==> config.mk <==
export PLATFORM = sky130hd
export DESIGN_NAME = daq_top
export DESIGN_NICKNAME = d
export VERILOG_FILES = /design/src/rtl/daq_pkg.sv /design/src/rtl/daq_fifo.sv /design/src/rtl/daq_store_pair.sv /design/src/rtl/daq_top.sv
export SDC_FILE = /design/constraint.sdc
export NUM_CORES = 1
export LEC_CHECK = 0
export BUFFER_PORTS_ARGS = -buffer_cell sky130_fd_sc_hd__buf_2
export CORE_AREA = 2 2 241 243
export CTS_BUF_LIST = sky130_fd_sc_hd__clkbuf_4 sky130_fd_sc_hd__clkbuf_8 sky130_fd_sc_hd__clkbuf_16
export CTS_CLUSTER_SIZE = 28
export DETAILED_ROUTE_END_ITERATION = 8
export DIE_AREA = 0 0 243 245
export GPL_TIMING_DRIVEN = 0
export PLACE_DENSITY = 0.82
export SLEW_MARGIN = 25
export SYNTH_ARGS = -nofsm -noshare
export SYNTH_HDL_FRONTEND = slang
export SYNTH_SLANG_ARGS = --single-unit
==> constraint.sdc <==
create_clock -name clk -period 14.95 [get_ports clk]
set_input_delay 2.2425 -clock clk [delete_from_list [all_inputs] [get_ports clk]]
set_output_delay 2.2425 -clock clk [all_outputs]
set_load 0.01 [all_outputs]
==> src/rtl/daq_pkg.sv <==
package daq_pkg;
    typedef enum logic [0:0] {
        PAIR_IDLE  = 1'b0,
        PAIR_ISSUE = 1'b1
    } pair_state_e;

    localparam int unsigned DAQ_DEPTH  = 8;
    localparam int unsigned DAQ_DATA_W = 32;
    localparam int unsigned DAQ_ADDR_W = 32;
endpackage

==> src/rtl/daq_fifo.sv <==
module daq_fifo #(
    parameter int unsigned DEPTH = 8,
    parameter int unsigned WIDTH = 32
) (
    input  logic             clk,
    input  logic             rst_n,
    input  logic             push,
    input  logic [WIDTH-1:0] push_word,
    input  logic             pop,
    output logic [WIDTH-1:0] head_word,
    output logic             full,
    output logic             empty
);
    localparam int unsigned AW = (DEPTH > 1) ? $clog2(DEPTH) : 1;
    localparam int unsigned CW = AW + 1;
    localparam logic [CW-1:0] FULL_CNT = CW'(DEPTH);
    localparam logic [AW-1:0] LAST_IDX = AW'(DEPTH - 1);

    logic [WIDTH-1:0] mem_q [DEPTH];
    logic [AW-1:0]    wr_ptr_q, rd_ptr_q;
    logic [CW-1:0]    count_q;
    logic             pop_ok, push_ok;

    assign empty   = (count_q == '0);
    assign full    = (count_q == FULL_CNT);
    assign pop_ok  = pop && !empty;
    assign push_ok = push && (!full || pop_ok);
    assign head_word = mem_q[rd_ptr_q];

    always_ff @(posedge clk) begin
        if (!rst_n) begin
            wr_ptr_q <= '0;
            rd_ptr_q <= '0;
            count_q  <= '0;
        end else begin
            if (push_ok) begin
                wr_ptr_q <= (wr_ptr_q == LAST_IDX) ? '0 : wr_ptr_q + 1'b1;
            end
            if (pop_ok) begin
                rd_ptr_q <= (rd_ptr_q == LAST_IDX) ? '0 : rd_ptr_q + 1'b1;
            end
            unique case ({push_ok, pop_ok})
                2'b10:   count_q <= count_q + 1'b1;
                2'b01:   count_q <= count_q - 1'b1;
                default: count_q <= count_q;
            endcase
        end
    end

    always_ff @(posedge clk) begin
        if (push_ok) begin
            mem_q[wr_ptr_q] <= push_word;
        end
    end
endmodule

==> src/rtl/daq_store_pair.sv <==
module daq_store_pair
    import daq_pkg::*;
#(
    parameter int unsigned ADDR_W = 32,
    parameter int unsigned DATA_W = 32
) (
    input  logic              clk,
    input  logic              rst_n,
    input  logic              addr_empty,
    input  logic [ADDR_W-1:0] addr_head,
    input  logic              data_empty,
    input  logic [DATA_W-1:0] data_head,
    output logic              pop_both,
    output logic              wr_valid,
    output logic [ADDR_W-1:0] wr_addr,
    output logic [DATA_W-1:0] wr_data,
    input  logic              wr_ready
);
    pair_state_e state_q, state_d;
    logic        both_avail;

    assign both_avail = !addr_empty && !data_empty;

    always_ff @(posedge clk) begin
        if (!rst_n) begin
            state_q <= PAIR_IDLE;
        end else begin
            state_q <= state_d;
        end
    end

    always_comb begin
        state_d  = state_q;
        pop_both = 1'b0;
        wr_valid = 1'b0;
        unique case (state_q)
            PAIR_IDLE: begin
                if (both_avail) begin
                    pop_both = 1'b1;
                    state_d  = PAIR_ISSUE;
                end
            end
            PAIR_ISSUE: begin
                wr_valid = 1'b1;
                if (wr_ready) begin
                    if (both_avail) begin
                        pop_both = 1'b1;
                    end else begin
                        state_d = PAIR_IDLE;
                    end
                end
            end
            default: state_d = PAIR_IDLE;
        endcase
    end

    always_ff @(posedge clk) begin
        if (!rst_n) begin
            wr_addr <= '0;
            wr_data <= '0;
        end else if (pop_both) begin
            wr_addr <= addr_head;
            wr_data <= data_head;
        end
    end
endmodule

==> src/rtl/daq_top.sv <==
module daq_top
    import daq_pkg::*;
#(
    parameter int unsigned DEPTH  = DAQ_DEPTH,
    parameter int unsigned DATA_W = DAQ_DATA_W,
    parameter int unsigned ADDR_W = DAQ_ADDR_W
) (
    input  logic              clk,
    input  logic              rst_n,
    input  logic              ld_push,
    input  logic              ld_push_eod,
    input  logic [DATA_W-1:0] ld_push_data,
    output logic              ld_full,
    input  logic              ld_pop,
    output logic              ld_empty,
    output logic [DATA_W-1:0] ld_head_data,
    output logic              ld_head_eod,
    input  logic              sa_push,
    input  logic [ADDR_W-1:0] sa_addr,
    output logic              sa_full,
    output logic              sa_empty,
    input  logic              sd_push,
    input  logic [DATA_W-1:0] sd_data,
    output logic              sd_full,
    output logic              sd_empty,
    output logic              mem_wr_valid,
    output logic [ADDR_W-1:0] mem_wr_addr,
    output logic [DATA_W-1:0] mem_wr_data,
    input  logic              mem_wr_ready
);
    localparam int unsigned LD_W = DATA_W + 1;

    logic [LD_W-1:0]   ld_head_word;
    logic [ADDR_W-1:0] sa_head;
    logic [DATA_W-1:0] sd_head;
    logic              pair_pop;

    daq_fifo #(.DEPTH(DEPTH), .WIDTH(LD_W)) u_ld_q (
        .clk(clk), .rst_n(rst_n),
        .push(ld_push), .push_word({ld_push_eod, ld_push_data}),
        .pop(ld_pop), .head_word(ld_head_word),
        .full(ld_full), .empty(ld_empty)
    );

    assign ld_head_eod  = !ld_empty && ld_head_word[LD_W-1];
    assign ld_head_data = (ld_empty || ld_head_word[LD_W-1]) ? '0 : ld_head_word[DATA_W-1:0];

    daq_fifo #(.DEPTH(DEPTH), .WIDTH(ADDR_W)) u_sa_q (
        .clk(clk), .rst_n(rst_n),
        .push(sa_push), .push_word(sa_addr),
        .pop(pair_pop), .head_word(sa_head),
        .full(sa_full), .empty(sa_empty)
    );

    daq_fifo #(.DEPTH(DEPTH), .WIDTH(DATA_W)) u_sd_q (
        .clk(clk), .rst_n(rst_n),
        .push(sd_push), .push_word(sd_data),
        .pop(pair_pop), .head_word(sd_head),
        .full(sd_full), .empty(sd_empty)
    );

    daq_store_pair #(.ADDR_W(ADDR_W), .DATA_W(DATA_W)) u_pair (
        .clk(clk), .rst_n(rst_n),
        .addr_empty(sa_empty), .addr_head(sa_head),
        .data_empty(sd_empty), .data_head(sd_head),
        .pop_both(pair_pop),
        .wr_valid(mem_wr_valid), .wr_addr(mem_wr_addr), .wr_data(mem_wr_data),
        .wr_ready(mem_wr_ready)
    );
endmodule

### Word level (Yosys, flattened, before mapping)

Memories as Yosys holds them, arrays and structs flattened. A register that Yosys moved wholly into a read port is not among the register bits.
Cells that the tools add are included.
W data, S select, Z words.

* register bits: 31
* bits in latches: 0
* memory bits (writable): 776
* memory bits (read-only): 0
* input bits: 104
* logic and storage cells: 91
* memories kept: 3

* add/sub/neg operators: 12
* multiply operators: 0
* div/mod/pow operators: 0
* $lt $le $gt $ge: 0
* equal/unequal tests: 15
* shift-type cells: 0
* multiplexer cells: 24
* bitwise logic cells: 1
* reduce and logical (&&, ||, !) cells: 26

Memory list
* u_ld_q.mem_q: words 8, width 33, read ports 1, clocked after memory_dff 1, write ports 1, RTL line daq_fifo.sv:19 `logic [WIDTH-1:0] mem_q [DEPTH];`
* u_sa_q.mem_q: words 8, width 32, read ports 1, clocked after memory_dff 1, write ports 1, RTL line daq_fifo.sv:19
* u_sd_q.mem_q: words 8, width 32, read ports 1, clocked after memory_dff 1, write ports 1, RTL line daq_fifo.sv:19

Operators by type and width (count)
* $mux W32: 1
* $mux W3: 8
* $pmux W4 S2: 3
* $add A3 B1 Y3 const B: 6
* $eq A3 B3 Y1 const B: 6
* $add A4 B1 Y4 const B: 3
* $eq A4 B4 Y1 const B: 3
* $logic_not A4 Y1: 3
* $sub A4 B1 Y4 const B: 3
* $mux W1: 10
* $logic_and A1 B1 Y1: 8
* $logic_not A1 Y1: 8
* $eq A2 B1 Y1 const B: 3
* $eq A2 B2 Y1 const B: 3
* $reduce_bool A2 Y1: 3
* $logic_or A1 B1 Y1: 4
* $pmux W1 S2: 2
* $not A1 Y1: 1

### Longest topological paths before layout

* word-level depth: 11
* gate-level depth with buffers: 11
* depth with buffers taken out: 9

### Cells and area by module

A second synthesis with hierarchy kept.

* cell total of the unflattened synthesis: 1699
* area, all modules: 34548.1 um2

Modules (own cells, without submodules)
* daq_fifo at u_sa_q ...: instances 2, cells an instance 455, area an instance 10367.4 um2
* daq_fifo at u_ld_q: instances 1, cells an instance 466, area an instance 10684.0 um2
* daq_store_pair: instances 1, cells an instance 282, area an instance 2646.3 um2
* daq_top: instances 1, cells an instance 41, area an instance 483.0 um2

### Worst setup path before layout

OpenSTA, ideal clock, no wires.

* path type: input-to-reg
* start point: in mem_wr_ready
* end point: mem u_sa_q.mem_q[0][0] (enable)
* library setup time: 501 ps
* arrival time: 6020 ps
* slack: 8428 ps
* cell stages on the path: 5
* cell sequence: nor2b_1 > or3_4 > inv_2 > o21ai_4 > nor4_1

* word-level cells in the longest chain between the ends: 7

Ends and longest elaborated chain
* start, declared: RTL line daq_top.sv:29 `input logic mem_wr_ready`
* $mux W1: RTL line daq_store_pair.sv:45 `if (wr_ready) begin`
* $pmux W1 S2: RTL line daq_store_pair.sv:36 `unique case (state_q)`
* $logic_and A1 B1 Y1: RTL line daq_fifo.sv:26 `assign pop_ok = pop && !empty;`
* $logic_or A1 B1 Y1: RTL line daq_fifo.sv:27 `assign push_ok = push && (!full || pop_ok);`
* $logic_and A1 B1 Y1: RTL line daq_fifo.sv:27
* $mux W1: RTL line daq_fifo.sv:51 `if (push_ok) begin`
* $mux W1 (implied by the code): RTL line daq_fifo.sv:52 `mem_q[wr_ptr_q] <= push_word;`
* end, declared: RTL line daq_fifo.sv:19

No other way between the ends.

==> results.sh <==
export IMPL_status="finished, final reports clean"
export IMPL_design_core_area_um2=57000
export IMPL_ys_seq_area_frac=0.761
export IMPL_h_tree_depth=3
export IMPL_grt_ovfl_total=0
export IMPL_fill_cells=3453
export IMPL_worstPathArrival_ps=2980
export IMPL_grt_pass1_vias=18400
export IMPL_crit_family="multiplexers"
export IMPL_fmax_mhz=191
export IMPL_synth_cell_types=46
export IMPL_cpMaxStageDelayCell="mux4_2"
export IMPL_hpwl_um=49600
export IMPL_firstDrtPassIters=6
export IMPL_power_density_nw_per_um2=169
export IMPL_postCtsSetupRepairBufs=0
export IMPL_synth_edf_count=776
export IMPL_ant_nets=0
export IMPL_die_area_um2=59500
export IMPL_routed_via_density=6.15
export IMPL_yosys_area_top_type="edfxtp_1"
export IMPL_cp_end_kind="output port"
export IMPL_yosys_warnings=0
export IMPL_hold_buffers=0
export IMPL_syn_inst=1610
export IMPL_hp_start="u_ld_q.count_q[3]$_SDFFE_PN0P_"
export IMPL_synth_top_area_frac=0.702
export IMPL_clk_latency_ps=630
export IMPL_slew_headroom=0.333
export IMPL_dp_cells=2674
export IMPL_gp_congestion=0.769
export IMPL_ys_ff_latch=874
export IMPL_fin_skew_ps=25.9
export IMPL_cts_made_buffers=86
export IMPL_stdcell_count=2843
export IMPL_fin_util=0.689
export IMPL_mappedNetlistArea_um2=33200
export IMPL_finalCritPeriodShare=0.349
export IMPL_reg2reg_from="u_sd_q.count_q[0]$_SDFFE_PN0P_"
export IMPL_initial_core_util=0.582
export IMPL_cts_tree="yes"
export IMPL_vias=17500
export IMPL_drv_slew=0
export IMPL_num_io_pins=208
export IMPL_hold_viol=0
export IMPL_antenna_found_initial=18
export IMPL_num_rows=88
export IMPL_slowest_delay_ps=510
export IMPL_die_y_um=245
export IMPL_irDropWorstVdd_mv=0.120
export IMPL_grt_start_max_net_pins=20
export IMPL_path_clk_slew_ps=60
export IMPL_syn_nets=1737
export IMPL_grt_pass1_wl_um=115000
export IMPL_path_max_fanout=10
export IMPL_clock_path_buffers=3
export IMPL_fin_setup_tns_ps=0
export IMPL_die_width_um=243
export IMPL_fin_nets=2124
export IMPL_synth_area_per_cell_um2=20.6
export IMPL_wl_per_cell_um=26.9
export IMPL_ys_async_sr_fraction=0
export IMPL_rsz0062_at_grt="no"
export IMPL_syn_to_final_growth_pct=18.5
export IMPL_worst_path_buf_inv=2
export IMPL_critPathRequiredTime_ps=12710
export IMPL_path_class="reg2out"
export IMPL_clock_sinks=874
export IMPL_port_buffers=206
export IMPL_drc=0
export IMPL_drive_gt1_frac=0.343
export IMPL_clock_root_buffer="clkbuf_16"
export IMPL_setup_viol=0
export IMPL_synthFlopType="edfxtp_1"
export IMPL_start_kind="register"
export IMPL_initialDrtViolationCount=1969
export IMPL_cts_resized=0
export IMPL_drt_total_wl_um=76400
export IMPL_finalCriticalPeriod_ps=5220
export IMPL_cp_cell_sequence="mux4_2, mux2i_1, nand2_1, clkbuf_1, nor2_1, buf_2"
export IMPL_hp_class="reg2reg"
export IMPL_power_leakage_uw=0.0132
export IMPL_worstMarginPinSlew_ps=1000
export IMPL_synth_area_leaders="edfxtp_1 (70%), mux4_2 (13%), dfxtp_1 (5.9%)"
export IMPL_grt_usage=0.262
export IMPL_cap_violations=0
## synth_stat cells, types with 14 or more instances
| cell type | n |
|---|---|
| edfxtp_1 | 776 |
| mux4_2 | 194 |
| mux2i_1 | 109 |
| dfxtp_1 | 98 |
| o21ai_0 | 73 |
| a21oi_1 | 70 |
| nor2_1 | 47 |
| nand2_1 | 34 |
| clkbuf_1 | 31 |
| buf_2 | 22 |
| ha_1 | 20 |
| inv_1 | 15 |
| buf_4 | 14 |
## area by class of cell
type	instances	area [um2]	share of cell area
antenna	8	20.0	0.000509
buffer	84	413	0.0105
sequential	874	25300	0.642
inverter	16	60.1	0.00153
multi-input combinational	636	7600	0.193
timing repair buffer	299	2020	0.0514
clock buffer	110	2430	0.0617
tap	765	957	0.0243
clock inverter	51	561	0.0143
## stage by stage
step / hold slack [ps] / area [um2] / worst slack (ps) / total power, uW
after floorplan: 449 / 33200 / 8430 / 3850
after global placement: 467 / 35200 / 5250 / 4320
after detailed placement: 498 / 36300 / 9980 / 4390
after CTS: 513 / 39300 / 9710 / 6650
after global routing: 531 / 39300 / 9650 / 6860
final: 513 / 39300 / 9730 / 6630
## state kept, by name, summed over array words and instances, names as in the netlist, named ones only
register / flops
u_sa_q.rd_ptr_q: 3
u_ld_q.count_q: 4
u_pair.state_q: 1
u_sa_q.count_q: 4
u_sa_q.mem_q: 256
u_sd_q.wr_ptr_q: 3
u_sd_q.rd_ptr_q: 3
u_ld_q.wr_ptr_q: 3
u_pair.wr_addr: 32
u_pair.wr_data: 32
u_sd_q.mem_q: 256
u_sd_q.count_q: 4
u_ld_q.mem_q: 264
u_ld_q.rd_ptr_q: 3
u_sa_q.wr_ptr_q: 3
## final timing paths
path | cells past startpoint | slack (ps) | to
min reg2reg | 2 | 510 | u_ld_q.count_q[3]$_SDFFE_PN0P_
max reg2reg | 9 | 11650 | u_sd_q.count_q[3]$_SDFFE_PN0P_
max | 6 | 9730 | ld_head_data[3]
min | 2 | 510 | u_ld_q.count_q[3]$_SDFFE_PN0P_
## report_power, final
group          leakage [uW]  total [uW]  switching (uW)  internal, uW
clock network       0.00149        2260             902          1360
logic               0.00388        1400             832           569
registers           0.00785        2970             108          2860
## cells by family (layout without fill, tap and decap cells)
| group | after synthesis | in the layout | share of synthesized area |
|---|---|---|---|
| AOI/OAI and AO/OA | 167 | 167 | 0.0280 |
| xor gates and xnor gates | 5 | 5 | 0.00132 |
| adders and majority gates | 23 | 23 | 0.00935 |
| buffers and inverters | 100 | 560 | 0.0142 |
| DFF | 874 | 874 | 0.761 |
| muxes | 303 | 303 | 0.165 |
| other | 0 | 8 | 0 |
| and+or+nand+nor | 138 | 138 | 0.0214 |
## per-layer routing
layer	global-route usage	part of all wire
met1	0.336	0.37
met3	0.0558	0.082
met4	0.101	0.032
met2	0.443	0.51
met5	0	0.0020
## cells in the final DEF (no fill, tap or decap), types with 8 or more instances in the layout
cell       instances
nand2b_1          10
mux2i_1          109
buf_16            13
diode_2            8
mux4_2           194
clkbuf_1          31
a21oi_1           70
edfxtp_1         776
a21boi_0           9
clkbuf_16         90
clkinv_1          18
bufinv_16         12
o21ai_0           73
buf_6             14
nand2_1           34
dfxtp_1           98
clkbuf_4          16
buf_2            248
nor2_1            38
nor3_2            11
nor2_4             9
and2_1             8
buf_4             58
buf_1             13
inv_1             15
clkinv_2          15
ha_1              20
## worst reg2reg max path, delay by kind of cell (launching register included)
kind | cells | cell delay, ps
fa+ha+maj | 2 | 550
mux | 2 | 510
compound gates | 3 | 720
flops | 1 | 380
simple gates | 2 | 1060
(Power assumes the default switching activity.)
